`config.mk`:
```
export PLATFORM = sky130hd
export DESIGN_NAME = ssp_top
export DESIGN_NICKNAME = d
export VERILOG_FILES = /design/src/rtl/ssp_pkg.sv /design/src/rtl/ssp_id_table.sv /design/src/rtl/ssp_last_store.sv /design/src/rtl/ssp_top.sv
export SDC_FILE = /design/constraint.sdc
export NUM_CORES = 2
export LEC_CHECK = 0
export BUFFER_PORTS_ARGS = -buffer_cell sky130_fd_sc_hd__buf_4
export CELL_PAD_IN_SITES_DETAIL_PLACEMENT = 1
export CELL_PAD_IN_SITES_GLOBAL_PLACEMENT = 2
export CORE_MARGIN = 2
export CORE_UTILIZATION = 40
export DETAILED_ROUTE_END_ITERATION = 7
export GPL_ROUTABILITY_DRIVEN = 0
export PLACE_DENSITY_LB_ADDON = 0.2
export SYNTH_ARGS = -nofsm -noshare
export SYNTH_HDL_FRONTEND = slang
export SYNTH_SLANG_ARGS = --single-unit
```
`constraint.sdc`:
```
create_clock -name clk -period 9.9 [get_ports clk]
set_clock_uncertainty 0.15 [all_clocks]
set_input_delay 1.98 -clock clk [delete_from_list [all_inputs] [get_ports clk]]
set_output_delay 1.98 -clock clk [all_outputs]
set_load 0.02 [all_outputs]
```
`src/rtl/ssp_pkg.sv`:
```
package ssp_pkg;

    // How a violation is folded into the set-ID table
    typedef enum logic [1:0] {
        TRAIN_FRESH,       // neither side owns a set: open one
        TRAIN_STORE_JOINS, // only the load owns a set
        TRAIN_LOAD_JOINS,  // only the store owns a set
        TRAIN_MERGE        // both own a set: smaller ID survives
    } train_kind_e;

    function automatic train_kind_e train_kind(input logic load_known, input logic store_known);
        if (!load_known && !store_known) return TRAIN_FRESH;
        if (load_known && !store_known)  return TRAIN_STORE_JOINS;
        if (!load_known && store_known)  return TRAIN_LOAD_JOINS;
        return TRAIN_MERGE;
    endfunction

endpackage

```
`src/rtl/ssp_id_table.sv`:
```
module ssp_id_table
    import ssp_pkg::*;
#(
    parameter int IDX_W = 6,
    parameter int ID_W  = 4,
    parameter int N_RD  = 3
) (
    input  logic                        clk,
    input  logic                        rst_n,
    input  logic                        clr,
    input  logic                        trn_valid,
    input  logic [IDX_W-1:0]            trn_load_idx,
    input  logic [IDX_W-1:0]            trn_store_idx,
    input  logic [ID_W-1:0]             trn_new_id,
    input  logic [N_RD-1:0][IDX_W-1:0]  rd_idx,
    output logic [N_RD-1:0]             rd_vld,
    output logic [N_RD-1:0][ID_W-1:0]   rd_id
);

    localparam int ENTRIES = 1 << IDX_W;

    typedef struct packed {
        logic [ENTRIES-1:0]           vld;
        logic [ENTRIES-1:0][ID_W-1:0] id;
    } tbl_t;

    tbl_t st_d, st_q;

    logic            load_known, store_known;
    logic [ID_W-1:0] load_id, store_id;

    assign load_known  = st_q.vld[trn_load_idx];
    assign store_known = st_q.vld[trn_store_idx];
    assign load_id     = st_q.id[trn_load_idx];
    assign store_id    = st_q.id[trn_store_idx];

    always_comb begin
        st_d = st_q;
        if (trn_valid) begin
            unique case (train_kind(load_known, store_known))
                TRAIN_FRESH: begin
                    st_d.vld[trn_load_idx]  = 1'b1;
                    st_d.id[trn_load_idx]   = trn_new_id;
                    st_d.vld[trn_store_idx] = 1'b1;
                    st_d.id[trn_store_idx]  = trn_new_id;
                end
                TRAIN_STORE_JOINS: begin
                    st_d.vld[trn_store_idx] = 1'b1;
                    st_d.id[trn_store_idx]  = load_id;
                end
                TRAIN_LOAD_JOINS: begin
                    st_d.vld[trn_load_idx]  = 1'b1;
                    st_d.id[trn_load_idx]   = store_id;
                end
                TRAIN_MERGE: begin
                    if (store_id > load_id) st_d.id[trn_store_idx] = load_id;
                    else                    st_d.id[trn_load_idx]  = store_id;
                end
                default: ;
            endcase
        end
        if (clr) st_d.vld = '0;
    end

    always_ff @(posedge clk or negedge rst_n) begin
        if (!rst_n) st_q <= '0;
        else        st_q <= st_d;
    end

    for (genvar g = 0; g < N_RD; g++) begin : g_rd
        assign rd_vld[g] = st_q.vld[rd_idx[g]];
        assign rd_id[g]  = st_q.id[rd_idx[g]];
    end

endmodule

```
`src/rtl/ssp_last_store.sv`:
```
module ssp_last_store #(
    parameter int SET_W = 4,
    parameter int SEQ_W = 16
) (
    input  logic             clk,
    input  logic             rst_n,
    input  logic             clr,
    input  logic             ins_en,
    input  logic [SET_W-1:0] ins_set,
    input  logic [SEQ_W-1:0] ins_seq,
    input  logic             iss_en,
    input  logic [SET_W-1:0] iss_set,
    input  logic [SEQ_W-1:0] iss_seq,
    input  logic             sq_en,
    input  logic [SEQ_W-1:0] sq_seq,
    input  logic [SET_W-1:0] rd_set,
    output logic             rd_vld,
    output logic [SEQ_W-1:0] rd_seq
);

    localparam int SETS = 1 << SET_W;

    typedef struct packed {
        logic [SETS-1:0]            vld;
        logic [SETS-1:0][SEQ_W-1:0] seq;
    } lst_t;

    lst_t st_d, st_q;

    logic [SETS-1:0] sq_kill;
    logic            iss_hit;

    for (genvar g = 0; g < SETS; g++) begin : g_sq
        assign sq_kill[g] = sq_en && st_q.vld[g] && (st_q.seq[g] > sq_seq);
    end

    assign iss_hit = iss_en && st_q.vld[iss_set] && (st_q.seq[iss_set] == iss_seq);

    // Order of application: issue, squash, fetched store, clear
    always_comb begin
        st_d = st_q;
        if (iss_hit) st_d.vld[iss_set] = 1'b0;
        st_d.vld = st_d.vld & ~sq_kill;
        if (ins_en) begin
            st_d.vld[ins_set] = 1'b1;
            st_d.seq[ins_set] = ins_seq;
        end
        if (clr) st_d.vld = '0;
    end

    always_ff @(posedge clk or negedge rst_n) begin
        if (!rst_n) st_q <= '0;
        else        st_q <= st_d;
    end

    assign rd_vld = st_q.vld[rd_set];
    assign rd_seq = st_q.seq[rd_set];

endmodule

```
`src/rtl/ssp_top.sv`:
```
module ssp_top #(
    parameter int PC_W        = 32,
    parameter int SEQ_W       = 16,
    parameter int ID_ENTRIES  = 64,
    parameter int SET_ENTRIES = 16
) (
    input  logic             clk,
    input  logic             rst_n,
    input  logic             clr,
    input  logic             trn_valid,
    input  logic [PC_W-1:0]  trn_load_pc,
    input  logic [PC_W-1:0]  trn_store_pc,
    input  logic             fst_valid,
    input  logic [PC_W-1:0]  fst_pc,
    input  logic [SEQ_W-1:0] fst_seq,
    input  logic [PC_W-1:0]  lkp_pc,
    output logic [SEQ_W-1:0] lkp_seq,
    input  logic             iss_valid,
    input  logic             iss_is_store,
    input  logic [PC_W-1:0]  iss_pc,
    input  logic [SEQ_W-1:0] iss_seq,
    input  logic             sq_valid,
    input  logic [SEQ_W-1:0] sq_seq
);

    localparam int IDX_W = $clog2(ID_ENTRIES);
    localparam int SET_W = $clog2(SET_ENTRIES);
    localparam int N_RD  = 3;
    localparam int RD_FST = 0;
    localparam int RD_ISS = 1;
    localparam int RD_LKP = 2;

    if ((1 << IDX_W) != ID_ENTRIES || (1 << SET_W) != SET_ENTRIES) begin : g_bad_size
        $error("table sizes must be powers of two");
    end

    logic [N_RD-1:0][IDX_W-1:0] rd_idx;
    logic [N_RD-1:0]            rd_vld;
    logic [N_RD-1:0][SET_W-1:0] rd_id;
    logic                       ls_vld;
    logic [SEQ_W-1:0]           ls_seq;

    assign rd_idx[RD_FST] = fst_pc[IDX_W+1:2];
    assign rd_idx[RD_ISS] = iss_pc[IDX_W+1:2];
    assign rd_idx[RD_LKP] = lkp_pc[IDX_W+1:2];

    logic unused_pc_bits;
    assign unused_pc_bits = ^{trn_load_pc[PC_W-1:IDX_W+2], trn_load_pc[1:0],
                              trn_store_pc[PC_W-1:IDX_W+2], trn_store_pc[1:0],
                              fst_pc[PC_W-1:IDX_W+2], fst_pc[1:0],
                              iss_pc[PC_W-1:IDX_W+2], iss_pc[1:0],
                              lkp_pc[PC_W-1:IDX_W+2], lkp_pc[1:0]};

    ssp_id_table #(
        .IDX_W (IDX_W),
        .ID_W  (SET_W),
        .N_RD  (N_RD)
    ) u_ids (
        .clk           (clk),
        .rst_n         (rst_n),
        .clr           (clr),
        .trn_valid     (trn_valid),
        .trn_load_idx  (trn_load_pc[IDX_W+1:2]),
        .trn_store_idx (trn_store_pc[IDX_W+1:2]),
        .trn_new_id    (trn_load_pc[SET_W+1:2]),
        .rd_idx        (rd_idx),
        .rd_vld        (rd_vld),
        .rd_id         (rd_id)
    );

    ssp_last_store #(
        .SET_W (SET_W),
        .SEQ_W (SEQ_W)
    ) u_lst (
        .clk     (clk),
        .rst_n   (rst_n),
        .clr     (clr),
        .ins_en  (fst_valid && rd_vld[RD_FST]),
        .ins_set (rd_id[RD_FST]),
        .ins_seq (fst_seq),
        .iss_en  (iss_valid && iss_is_store && rd_vld[RD_ISS]),
        .iss_set (rd_id[RD_ISS]),
        .iss_seq (iss_seq),
        .sq_en   (sq_valid),
        .sq_seq  (sq_seq),
        .rd_set  (rd_id[RD_LKP]),
        .rd_vld  (ls_vld),
        .rd_seq  (ls_seq)
    );

    assign lkp_seq = (rd_vld[RD_LKP] && ls_vld) ? ls_seq : '0;

endmodule

```
# Yosys cells after proc, flatten, opt, wreduce, memory -nomap -nowiden
# Cells that the tools add are included.
# op_classes
add_sub_neg,0
n_mul,0
n_div,0
order_cmp,29
eq_ne,4
shifts,0
muxes,72
bitwise_logic,8
reduce_logical,51
# op_table
cell,n
bitwise mux 256 bit,5
one-hot mux 256 bit (4 select lines),1
2-to-1 mux 320 bit,1
2-to-1 mux 272 bit,1
> comparator 16 bit,16
2-to-1 mux 256 bit,1
bitwise OR 64 bit,3
one-hot mux 64 bit (3 select lines),1
binary-select mux 16 bit (select 4 bit),2
binary-select mux 4 bit (select 6 bit),5
2-to-1 mux 16 bit,6
demux 16 bit (select 4 bit),1
2-to-1 mux 64 bit,1
demux 4 bit (select 6 bit),2
logical AND 1 bit,45
less-than comparator 6 x 7 -> 1 bit (second input constant),5
AND 16 bit,2
NOT 16 bit,2
binary-select mux 1 bit (select 6 bit),5
2-to-1 mux 4 bit,7
2-to-1 mux 1 bit,20
== test 16 bit,1
bitwise OR 16 bit,1
less-than comparator 4 x 5 -> 1 bit (second input constant),3
14 further kinds,27
# totals
regBits,592
latchBits,0
mem_bits_rw,0
rom_bits,0
inputBits,216
word_cells,246
memories,0

# Logic depth before layout (Yosys ltp)
# depth
word_depth,19
mapped_depth,25
mapped_depth_nobuf,18

# By module
# Synthesis repeated with hierarchy kept, for this count alone.
# hier_totals
hier_cells,5205
hier_area_um2,53408.7
# modules_own_cells
mod,instances,cells_each,area_each_um2
ssp_id_table,1,3481,32685.1
ssp_last_store,1,1704,20584.7
ssp_top,1,20,138.9

# Worst setup path before layout
# No wires, ideal clock.
# synth_timing
path_kind,input to output
from,in lkp_pc[2]
to,out lkp_seq[10]
t_arrival_ns,6.270
required_ns,7.770
path_slack_ns,1.500
cell_stages,12
n_path_buf,6
path_cell_list,buf_2 -> buf_2 -> buf_2 -> buf_2 -> buf_1 -> mux4_2 -> mux4_2 -> mux4_2 -> nand2_1 -> o211ai_1 -> clkbuf_1 -> a211oi_1
# synth_between
elab_chain_cells,6
elab_cells_between_ends,10
# synth_lines
element,line,rtl
start: declaration,ssp_top.sv:16,"input logic [PC_W-1:0] lkp_pc,"
binary-select mux 4 bit (select 6 bit),ssp_id_table.sv:72,assign rd_id[g] = st_q.id[rd_idx[g]];
2-to-1 mux 4 bit (implied by the code),ssp_id_table.sv:72,
binary-select mux 1 bit (select 4 bit),ssp_last_store.sv:56,assign rd_vld = st_q.vld[rd_set];
2-to-1 mux 1 bit (implied by the code),ssp_last_store.sv:56,
logical AND 1 bit,ssp_top.sv:91,assign lkp_seq = (rd_vld[RD_LKP] && ls_vld) ? ls_seq : '0;
2-to-1 mux 16 bit *,ssp_top.sv:91,
end: declaration,ssp_top.sv:17,"output logic [SEQ_W-1:0] lkp_seq,"
# Every way passes the cells marked *; elsewhere a longest branch is shown, timed or not. The select of a mux whose other input is x is not followed.

# Worst setup path in the final report
# layout_timing
from,in lkp_pc[2]
to,out lkp_seq[1]
# Same word-level chain as after synthesis.

==> metrics <==
outcome finished, violations left; failing checks DRC; first-pass GRT wire length 441000 um; # IOs 232; Final period util 88.5%; CP Data Required Time slightly below 8000 ps; Slew Limit Fails 0; min Tclk post-route about 8800 ps; GRT Total Usage between 40% and 50%; Pint 6.16 mW; Syn Inst Count 6313; critical path arrival 6630 ps; HPWL after DPL 211000 um; Slew HR 9.91%; Total Power 11.4 mW; htree depth 3; share of cells above drive strength 1 18.1%; syn_nets 6793; Psw roughly 5.2 mW; most common cell after layout, fill and taps aside a21oi_1; Main synth FF type dfrtp_1; most frequent cells in the layout a21oi_1 (788), nand2_1 (641), dfrtp_1 (592), nor2_1 (591), o21ai_0 (538); fmax 114 MHz; total core area approximately 140000 um^2; via/cell ratio 7.51; # setup viols final 0; Fillers 15700; Num CTS Buffers 80; clock network power share between 20% and 30%; initial antenna violation count 30; number of I/O port buffers around 100; Detail Route Antenna Nets 0; Worst-Margin Slew 1350 ps; clk slew on worst S/H paths 60 ps; Synth warnings 0; combinational fraction of design power 37.8%; max cap viols 0; pin count of the biggest net entering global routing 135; DRT Pass-1 Iters 8; Avg Synthesized Cell Area 8.73 um^2; max incr delay on CP roughly 1000 ps; DRC 8; critical path, cell by cell buf_6 > buf_4 > mux4_2 > mux4_2 > mux4_4 > buf_4 > mux4_2 > nor2b_1 > a211oi_1 > a211oi_1 > buf_4; hold slack 363 ps; global route overflow 0; #FFs+latches synth approximately 590; vias in the first global route 59400; EDFF count, synth 0; Starting Density between 40 and 50%; Die ar. 141000 um^2; area of the mapped netlist 55100 um^2; Rows 136; Area Growth Syn to Fin 9.78%; CP endpoint kind output port; count of cell types in the netlist 83; Longest Clk Path Bufs 3; Worst IR Drop VDD 208 uV; Hold Violations, Final 0; hold-fix buffers at CTS 0; Post-CTS Resized 0; worst min-delay path class register to register; RSZ-0062 raised after global routing no; via count approximately 60000; Worst setup SP type input port; crit path max fanout 35; die extent in y approximately 380 um; Max stage delay cell, worst path mux4_4; Post-synth ARST share 100%; switch share 45.8%; Leak 23.9 nW; clock sinks 592; Final nets 6618; Root Buffer clkbuf_16; Routed WL 310000 um; Flop pwr share 34.5%; number of DRC markers in iteration 0 7863; Post-DP Area approximately 58000 um^2; CTS tree done; Seq/Total Area, Yosys 26.9%; pwr dens 188 nW/um^2; Crit Path Class input port to output port; routed wire length per instance 38.7 um; design area a little over 60000 um^2; Clk Latency, worst-skew pair between 700 and 800 ps; total negative slack 0 ps; Post-CTS Repair Setup Buffers 0; Die X 375 um
==> through the flow <==
| stage | utilization (%) | cells | worst slack [ps] |
|---|---|---|---|
| final | 44.1 | 7999 | 1140 |
| after floorplan | - | 6313 | 1500 |
| after global placement | 42.1 | 7849 | 1190 |
| after CTS | 44.1 | 7987 | 1200 |
| after global routing | 44.1 | 7990 | 1030 |
| after detailed placement | 42.1 | 7849 | 1220 |
==> worst max-delay path: cells and delay by family <==
kind	cells	cell delay (ps)
muxes	4	2360
buffers and inverters	4	1420
AOI/OAI and AO/OA	2	560
and+or+nand+nor	1	180
==> cells in the mapped netlist, types with 9 or more instances <==
| cell type | n | area share [%] |
|---|---|---|
| or2_2 | 10 | 0.11 |
| nor3_1 | 19 | 0.17 |
| buf_2 | 33 | 0.30 |
| o31ai_1 | 13 | 0.18 |
| a211oi_1 | 64 | 0.87 |
| nand4_1 | 106 | 1.2 |
| and4_1 | 9 | 0.14 |
| a21o_1 | 41 | 0.56 |
| mux2i_1 | 97 | 1.8 |
| o22ai_1 | 176 | 2.0 |
| o21ai_0 | 538 | 4.9 |
| dfrtp_1 | 592 | 27 |
| nor4_1 | 17 | 0.19 |
| buf_4 | 12 | 0.16 |
| clkbuf_1 | 419 | 2.9 |
| and2_1 | 16 | 0.18 |
| nor2b_1 | 69 | 0.78 |
| nor2_1 | 608 | 4.1 |
| nand3b_1 | 9 | 0.12 |
| a311o_1 | 15 | 0.27 |
| mux4_2 | 354 | 14 |
| o32ai_1 | 11 | 0.17 |
| nand3_1 | 76 | 0.69 |
| buf_6 | 9 | 0.18 |
| a21boi_0 | 11 | 0.15 |
| buf_1 | 70 | 0.48 |
| a22o_1 | 54 | 0.86 |
| mux2_2 | 272 | 5.6 |
| nand2b_1 | 44 | 0.50 |
| inv_1 | 55 | 0.37 |
| o21a_1 | 91 | 1.2 |
| a221oi_1 | 53 | 0.84 |
| and3_1 | 16 | 0.18 |
| a21oi_1 | 790 | 7.2 |
| a22oi_1 | 348 | 4.7 |
| o221ai_1 | 36 | 0.57 |
| nand2_1 | 644 | 4.4 |
| ha_1 | 264 | 6.0 |
| a31oi_1 | 64 | 0.73 |
| o211ai_1 | 55 | 0.75 |
==> cell families (layout without fill, tap and decap cells) <==
group	after synthesis	in the layout	synth area share, %
muxes	724	724	21.8
buffers and inverters	599	480	4.36
AOI/OAI and AO/OA	2429	2429	27.1
and+or+nand+nor	1694	1694	13.6
DFF	592	592	26.9
xor gates and xnor gates	11	11	0.175
adders and majority gates	264	264	6.00
other	0	11	0
==> final timing paths <==
| kind | slack [ps] | cells past startpoint | endpoint | from |
|---|---|---|---|---|
| hold reg to reg | 360 | 1 | register | register |
| min in group asynchronous | 1070 | 1 | asynchronous set/reset pin | rst_n |
| hold / removal | 360 | 1 | register | register |
| setup / recovery | 1140 | 11 | lkp_seq[1] | lkp_pc[2] |
| max in group asynchronous | 6620 | 3 | asynchronous set/reset pin | rst_n |
| setup reg to reg | 3430 | 13 | u_lst.st_q[266] | register |
==> layer usage <==
layer	global-route usage, %	wire, um	part of all wire [%]
met1	48.6	107000	35
met2	64.8	133000	43
met3	15.4	34300	11
met4	37.4	34000	11
met5	0.892	487	0.16
==> power by group through the flow <==
stage | registers, mW | clock network, mW | logic, mW
after CTS | 3.79 | 3.18 | 4.09
after floorplan | 3.30 | 0 | 2.54
final | 3.92 | 3.16 | 4.30
after global placement | 3.81 | 0 | 3.98
after detailed placement | 3.84 | 0 | 4.08
after global routing | 3.87 | 3.27 | 4.44
==> layout make-up <==
| cell class | count | area (um^2) | share of cell area (%) |
|---|---|---|---|
| clock inverters | 28 | 469 | 0.776 |
| well taps | 1794 | 2240 | 3.71 |
| repair buffers | 286 | 2290 | 3.78 |
| diodes | 11 | 27.5 | 0.0455 |
| inverters | 56 | 213 | 0.352 |
| flip-flops and latches | 592 | 14800 | 24.5 |
| clock buffers | 110 | 2270 | 3.75 |
| multi-input cells | 5122 | 38200 | 63.1 |
(Power assumes the default switching activity.)
